`src/rtl/mesi_pkg.sv`:
```
package mesi_pkg;

    typedef enum logic [1:0] {
        ST_I = 2'b00,
        ST_S = 2'b01,
        ST_E = 2'b10,
        ST_M = 2'b11
    } mesi_t;

    typedef enum logic [1:0] {
        C_IDLE,
        C_FILL,
        C_UPGR,
        C_WBACK
    } ctl_t;

    localparam logic [1:0] OP_RD = 2'b00;
    localparam logic [1:0] OP_WR = 2'b01;
    localparam logic [1:0] OP_EV = 2'b10;

endpackage

```
`src/rtl/mesi_line_store.sv`:
```
module mesi_line_store
    import mesi_pkg::*;
#(
    parameter int NUM_LINES = 4,
    localparam int IDX_W = $clog2(NUM_LINES)
) (
    input  logic                   clk,
    input  logic                   rst_n,
    input  logic                   we,
    input  logic [IDX_W-1:0]       widx,
    input  mesi_t                  wstate,
    input  logic [IDX_W-1:0]       ridx_a,
    output mesi_t                  rstate_a,
    input  logic [IDX_W-1:0]       ridx_b,
    output mesi_t                  rstate_b,
    output logic [2*NUM_LINES-1:0] flat
);

    mesi_t line_q [NUM_LINES];

    for (genvar g = 0; g < NUM_LINES; g++) begin : g_line
        always_ff @(posedge clk) begin
            if (!rst_n) begin
                line_q[g] <= ST_I;
            end else if (we && widx == IDX_W'(g)) begin
                line_q[g] <= wstate;
            end
        end
        assign flat[2*g +: 2] = line_q[g];
    end

    assign rstate_a = line_q[ridx_a];
    assign rstate_b = line_q[ridx_b];

endmodule

```
`src/rtl/mesi_line_ctrl.sv`:
```
module mesi_line_ctrl
    import mesi_pkg::*;
#(
    parameter int NUM_LINES = 4,
    localparam int IDX_W = $clog2(NUM_LINES)
) (
    input  logic             clk,
    input  logic             rst_n,
    input  logic             req_valid,
    input  logic [1:0]       req_op,
    input  logic [IDX_W-1:0] req_idx,
    output logic             req_ready,
    output logic             resp_valid,
    output logic             resp_hit,
    output logic [1:0]       resp_state,
    input  logic             snp_valid,
    input  logic             snp_op,
    input  logic [IDX_W-1:0] snp_idx,
    output logic             snp_ack,
    output logic             snp_shared,
    output logic             fill_req,
    output logic             inv_req,
    output logic             wb_req,
    output logic [IDX_W-1:0] bus_idx,
    input  logic             fill_done,
    input  logic             fill_shared,
    input  logic             inv_ack,
    input  logic             wb_done
);

    ctl_t             st_q, st_d;
    logic [IDX_W-1:0] idx_q, idx_d;
    logic             wr_q, wr_d;
    logic             loc_q, loc_d;
    logic             hit_q, hit_d;
    logic             rv_q, rv_d;
    logic             rh_q, rh_d;
    mesi_t            rs_q, rs_d;

    logic             ln_we;
    logic [IDX_W-1:0] ln_widx;
    mesi_t            ln_wst;
    mesi_t            snp_line;
    mesi_t            req_line;
    logic [2*NUM_LINES-1:0] lines_flat;

    mesi_line_store #(.NUM_LINES(NUM_LINES)) u_store (
        .clk      (clk),
        .rst_n    (rst_n),
        .we       (ln_we),
        .widx     (ln_widx),
        .wstate   (ln_wst),
        .ridx_a   (snp_idx),
        .rstate_a (snp_line),
        .ridx_b   (req_idx),
        .rstate_b (req_line),
        .flat     (lines_flat)
    );

    // state register
    always_ff @(posedge clk) begin
        if (!rst_n) begin
            st_q  <= C_IDLE;
            idx_q <= '0;
            wr_q  <= 1'b0;
            loc_q <= 1'b0;
            hit_q <= 1'b0;
            rv_q  <= 1'b0;
            rh_q  <= 1'b0;
            rs_q  <= ST_I;
        end else begin
            st_q  <= st_d;
            idx_q <= idx_d;
            wr_q  <= wr_d;
            loc_q <= loc_d;
            hit_q <= hit_d;
            rv_q  <= rv_d;
            rh_q  <= rh_d;
            rs_q  <= rs_d;
        end
    end

    // outputs
    always_comb begin
        fill_req   = (st_q == C_FILL);
        inv_req    = (st_q == C_UPGR);
        wb_req     = (st_q == C_WBACK);
        bus_idx    = idx_q;
        req_ready  = (st_q == C_IDLE) && !snp_valid;
        snp_ack    = (st_q == C_IDLE) && snp_valid && (snp_line != ST_M);
        snp_shared = snp_ack && (snp_line != ST_I);
        resp_valid = rv_q;
        resp_hit   = rh_q;
        resp_state = rs_q;
    end

    // next state and line updates
    always_comb begin
        st_d    = st_q;
        idx_d   = idx_q;
        wr_d    = wr_q;
        loc_d   = loc_q;
        hit_d   = hit_q;
        rv_d    = 1'b0;
        rh_d    = rh_q;
        rs_d    = rs_q;
        ln_we   = 1'b0;
        ln_widx = idx_q;
        ln_wst  = ST_I;
        unique case (st_q)
            C_IDLE: begin
                if (snp_valid) begin
                    if (snp_line == ST_M) begin
                        st_d  = C_WBACK;
                        idx_d = snp_idx;
                        loc_d = 1'b0;
                    end else begin
                        ln_we   = 1'b1;
                        ln_widx = snp_idx;
                        if (snp_op)                 ln_wst = ST_I;
                        else if (snp_line == ST_E)  ln_wst = ST_S;
                        else                        ln_wst = snp_line;
                    end
                end else if (req_valid) begin
                    idx_d   = req_idx;
                    ln_widx = req_idx;
                    hit_d   = (req_line != ST_I);
                    wr_d    = (req_op == OP_WR);
                    loc_d   = 1'b1;
                    unique case (req_op)
                        OP_WR: begin
                            unique case (req_line)
                                ST_M: begin
                                    rv_d = 1'b1; rh_d = 1'b1; rs_d = ST_M;
                                end
                                ST_E: begin
                                    ln_we  = 1'b1;
                                    ln_wst = ST_M;
                                    rv_d = 1'b1; rh_d = 1'b1; rs_d = ST_M;
                                end
                                ST_S: st_d = C_UPGR;
                                ST_I: st_d = C_FILL;
                            endcase
                        end
                        OP_EV: begin
                            if (req_line == ST_M) begin
                                st_d = C_WBACK;
                            end else begin
                                rv_d = 1'b1;
                                rh_d = (req_line != ST_I);
                                rs_d = req_line;
                            end
                        end
                        default: begin
                            if (req_line == ST_I) begin
                                st_d = C_FILL;
                            end else begin
                                rv_d = 1'b1; rh_d = 1'b1; rs_d = req_line;
                            end
                        end
                    endcase
                end
            end
            C_FILL: begin
                if (fill_done) begin
                    ln_we = 1'b1;
                    if (wr_q && fill_shared) begin
                        ln_wst = ST_S;
                        st_d   = C_UPGR;
                    end else begin
                        if (wr_q)             ln_wst = ST_M;
                        else if (fill_shared) ln_wst = ST_S;
                        else                  ln_wst = ST_E;
                        rv_d = 1'b1;
                        rh_d = hit_q;
                        rs_d = ln_wst;
                        st_d = C_IDLE;
                    end
                end
            end
            C_UPGR: begin
                if (inv_ack) begin
                    ln_we  = 1'b1;
                    ln_wst = ST_M;
                    rv_d = 1'b1; rh_d = hit_q; rs_d = ST_M;
                    st_d = C_IDLE;
                end
            end
            C_WBACK: begin
                if (wb_done) begin
                    ln_we  = 1'b1;
                    ln_wst = ST_E;
                    if (loc_q) begin
                        rv_d = 1'b1; rh_d = 1'b1; rs_d = ST_E;
                    end
                    st_d = C_IDLE;
                end
            end
        endcase
    end

endmodule

```
`config.mk`:
```
export PLATFORM = sky130hd
export DESIGN_NAME = mesi_line_ctrl
export DESIGN_NICKNAME = d
export VERILOG_FILES = /design/src/rtl/mesi_pkg.sv /design/src/rtl/mesi_line_store.sv /design/src/rtl/mesi_line_ctrl.sv
export SDC_FILE = /design/constraint.sdc
export NUM_CORES = 1
export LEC_CHECK = 0
export BUFFER_PORTS_ARGS = -buffer_cell sky130_fd_sc_hd__buf_2
export CORE_MARGIN = 3
export CORE_UTILIZATION = 40
export DETAILED_ROUTE_END_ITERATION = 8
export PLACE_DENSITY = 0.69
export SKIP_LAST_GASP = 1
export SYNTH_ARGS = -nofsm -noshare
export SYNTH_HDL_FRONTEND = slang
export SYNTH_SLANG_ARGS = --single-unit
```
`constraint.sdc`:
```
create_clock -name clk -period 2.7 [get_ports clk]
set_input_delay 0.135 -clock clk [delete_from_list [all_inputs] [get_ports clk]]
set_output_delay 0.135 -clock clk [all_outputs]
set_load 0.005 [all_outputs]
```
==> results.yml <==
synth:
  synth-edff-count: 8
  synth_top_flop_cell: "dfxtp_1"
  synth_cell_types: 47
  netlist_area_sq_um: 1510
  postSynthRegisterBits: 19
  avgSynthCellArea_sq_um: 8.52
  mappedNetlistNets: 199
  synth_warnings: 0
  synthCells: 177
  synth-async-reset-ratio_pct: 0
  seq_area_frac_synth_pct: 30.5
cts:
  clock-sinks: 19
  clk_path_buf_depth: 2
  post_cts_resized: 0
  h-tree-depth: 1
  root_buffer_cell: "clkbuf_8"
  clk_pin_slew_ps: 80
  hold_buffers: 0
  cts_inserted_buffers: 3
  cts_post_setup_buffers_inserted: 0
  tritoncts: "done"
  clk_latency_ps: 260
timing:
  whs_ps: 258
  finalWorstPathRequiredPeriod_ps: 2220
  max_slew.worst_pin.slew_ps: 485
  clock_skew_ps: 2.88
  fmax_mhz: 450
  setup_repair_after_global_routing_missed_its_margin: "no"
  final.period_utilization_pct: 82.4
  setup-tns-final_ps: 0
  timing.final.hold_violations: 0
  setup_viol_count_final: 0
  max_slew_margin_pct: 67.5
  final-max-slew-violation-count: 0
worst_setup_path:
  critical_path.reg2reg.startpoint: "u_store.line_q[2][1]$_SDFFCE_PN0P_"
  worst_r2r_endpoint: "u_store.line_q[0][1]$_SDFFCE_PN0P_"
  crit_chain: "mux4_2, a211oi_1, a211o_1, o311ai_1, nand2_1"
  worst-path-max-fanout: 6
  startpoint_type: "flop"
  r2r_setup_slack_ps: 480
  timing.critical_path.to_type: "flop"
  required_time_worst_endpoint_ps: 2680
  cpPeakStageDelay_ps: 580
  critical_path_class: "reg2reg"
  cp_slowest_cell: "mux4_2"
  reg2regPathDepth: 5
  worstPathArrival_ps: 2200
placed_design:
  globalplace.congestion: 0.935
  dp_hpwl_um: 2880
  place.port_buffers: 26
cells_and_area:
  design.final.nets: 223
  drive_gt1_share_pct: 20.5
  nFillCells: 364
  layout-area-overhead-vs-synth_pct: 13.3
  insertedDiodeCount: 0
global_routing:
  grt.overflow.total: 0
  grt.total_usage_pct: 18.3
  largest_net_degree_at_the_start_of_global_routing: 24
  grt_first_pass_wirelength_um: 6290
  grt_pass1_vias: 1358
  grt_antenna_before_repair: 0
drt:
  drt_drc_violations_left: 0
  drtAntennaViolNets: 0
  drtIter0Drc: 135
  detail_route.first_pass.iterations: 4
  totalWireLength_um: 3700
  via_per_inst: 5.82
  vias: 1432
  drt-wirelength-per-cell_um: 15.1
die:
  placement_rows: 21
  die-area_sq_um: 4540
  ios: 27
  core_area_sq_um: 3470
  dieWidth_um: 67.4
  die_height_um: 67.4
  initial_core_util_pct: 43.5
power:
  worst_vdd_drop_mv: 0.491
  p_per_area_nw_per_um2: 755
  power_leakage_nw: 0.746
hold_path:
  hold_path_depth: 3
  timing.hold.worst_endpoint: "bus_idx[1]$_SDFFE_PN0P_"
  worst_hold_path_type: "in2reg"
  worst_hold_startpoint: "snp_idx[1]"
run_status:
  status: "finished, final reports clean"
job:
  drv_cap: 0
kinds of logic (layout without fill, tap and decap cells):
family / Yosys count / count (layout) / share of synthesized area, %
buffers and inverters: 23 / 46 / 6.22
adder cells (fa/ha/maj): 7 / 7 / 5.81
multiplexers: 10 / 10 / 10.0
AO/OA/AOI/OAI: 59 / 59 / 29.6
flip-flops: 19 / 19 / 30.5
XOR/XNOR: 1 / 1 / 0.581
AND/OR/NAND/NOR: 58 / 58 / 17.2
critical path: cells and delay by family (launching register included):
| family | cells | cell delay, ps |
|---|---|---|
| simple gates | 1 | 150 |
| flops | 1 | 440 |
| mux | 1 | 580 |
| compound gates | 3 | 770 |
sequential cells by signal (all words and copies together), names as in the netlist:
register,count
wr_q,1
resp_state,2
hit_q,1
loc_q,1
resp_hit,1
st_q,2
u_store.line_q,8
resp_valid,1
bus_idx,2
synthesized netlist by cell type, types with 2 or more instances:
cell type | instances | area share (%)
nor2_1 | 16 | 4.0
nand3_1 | 4 | 1.3
mux4_2 | 4 | 6.0
nand3b_1 | 2 | 1.0
inv_1 | 16 | 4.0
dfxtp_1 | 11 | 15
o21ai_0 | 10 | 3.3
a21o_1 | 2 | 1.0
nand2_1 | 25 | 6.2
a211oi_1 | 2 | 1.0
edfxtp_1 | 8 | 16
o22ai_1 | 2 | 0.83
a31oi_1 | 2 | 0.83
o21ai_1 | 3 | 1.0
mux2i_1 | 5 | 3.3
o311ai_1 | 4 | 2.3
nor2b_1 | 3 | 1.2
clkbuf_1 | 6 | 1.5
o21a_1 | 2 | 1.0
and2_1 | 2 | 0.83
a211o_1 | 2 | 1.2
ha_1 | 7 | 5.8
and3_1 | 3 | 1.2
o211ai_1 | 2 | 1.0
a21oi_1 | 12 | 4.0
routing by layer:
metal | GRT usage (%) | wire (um) | up-vias | share of wire (%)
li1 | - | - | 698 | -
met1 | 24.9 | 1790 | 676 | 48
met2 | 29.7 | 1630 | 51 | 44
met3 | 2.83 | 222 | 7 | 6.0
met4 | 5.57 | 58 | 0 | 1.6
met5 | 0 | 0 | - | 0
cell usage in the layout, fill, tap and decap left out, types with 3 or more instances in the layout:
| master | n |
|---|---|
| o311ai_1 | 4 |
| buf_2 | 26 |
| inv_1 | 16 |
| dfxtp_1 | 11 |
| clkbuf_8 | 3 |
| mux2i_1 | 5 |
| edfxtp_1 | 8 |
| nor2b_1 | 3 |
| nor2_1 | 16 |
| nand3_1 | 4 |
| and3_1 | 3 |
| o21ai_0 | 10 |
| nand2_1 | 25 |
| o21ai_1 | 3 |
| mux4_2 | 4 |
| ha_1 | 7 |
| a21oi_1 | 12 |
area by class of cell:
cell class	count	area (sq um)	share of cell area [%]
well taps	46	57.6	3.37
repair buffers	26	130	7.62
multi-input cells	135	953	55.8
clock inverters	1	5.00	0.293
flip-flops and latches	19	460	27.0
inverters	16	60.1	3.52
clock buffers	3	41.3	2.42
how the worst max path moves through the flow:
stage,slack [ps],cells after the start,startpoint,to
floorplan,680,8,st_q[0]$_SDFFE_PN0P_,u_store.line_q[0][0]$_SDFFCE_PN0P_
global placement,530,5,u_store.line_q[3][1]$_SDFFCE_PN0P_,u_store.line_q[2][0]$_SDFFCE_PN0P_
detailed placement,490,5,u_store.line_q[2][1]$_SDFFCE_PN0P_,u_store.line_q[0][1]$_SDFFCE_PN0P_
CTS,480,5,u_store.line_q[2][1]$_SDFFCE_PN0P_,u_store.line_q[0][1]$_SDFFCE_PN0P_
global route,280,7,st_q[0]$_SDFFE_PN0P_,u_store.line_q[0][1]$_SDFFCE_PN0P_
finish,480,5,u_store.line_q[2][1]$_SDFFCE_PN0P_,u_store.line_q[0][1]$_SDFFCE_PN0P_
power by group:
group          switching [mW]  internal (mW)  leakage (nW)
registers              0.0470          0.365         0.174
logic                   0.387          0.282         0.547
clock network           0.104          0.103        0.0255
stage by stage:
step	util [%]	cells	power, mW	cell area (sq um)	worst slack [ps]
floorplan	-	177	0.905	1510	685
global placement	47.9	242	1.08	1660	525
detailed placement	47.9	242	1.08	1660	494
CTS	49.2	246	1.29	1710	480
global route	49.2	246	1.40	1710	280
finish	49.2	246	1.29	1710	476
Note: power is estimated with default switching activity, not from simulation.
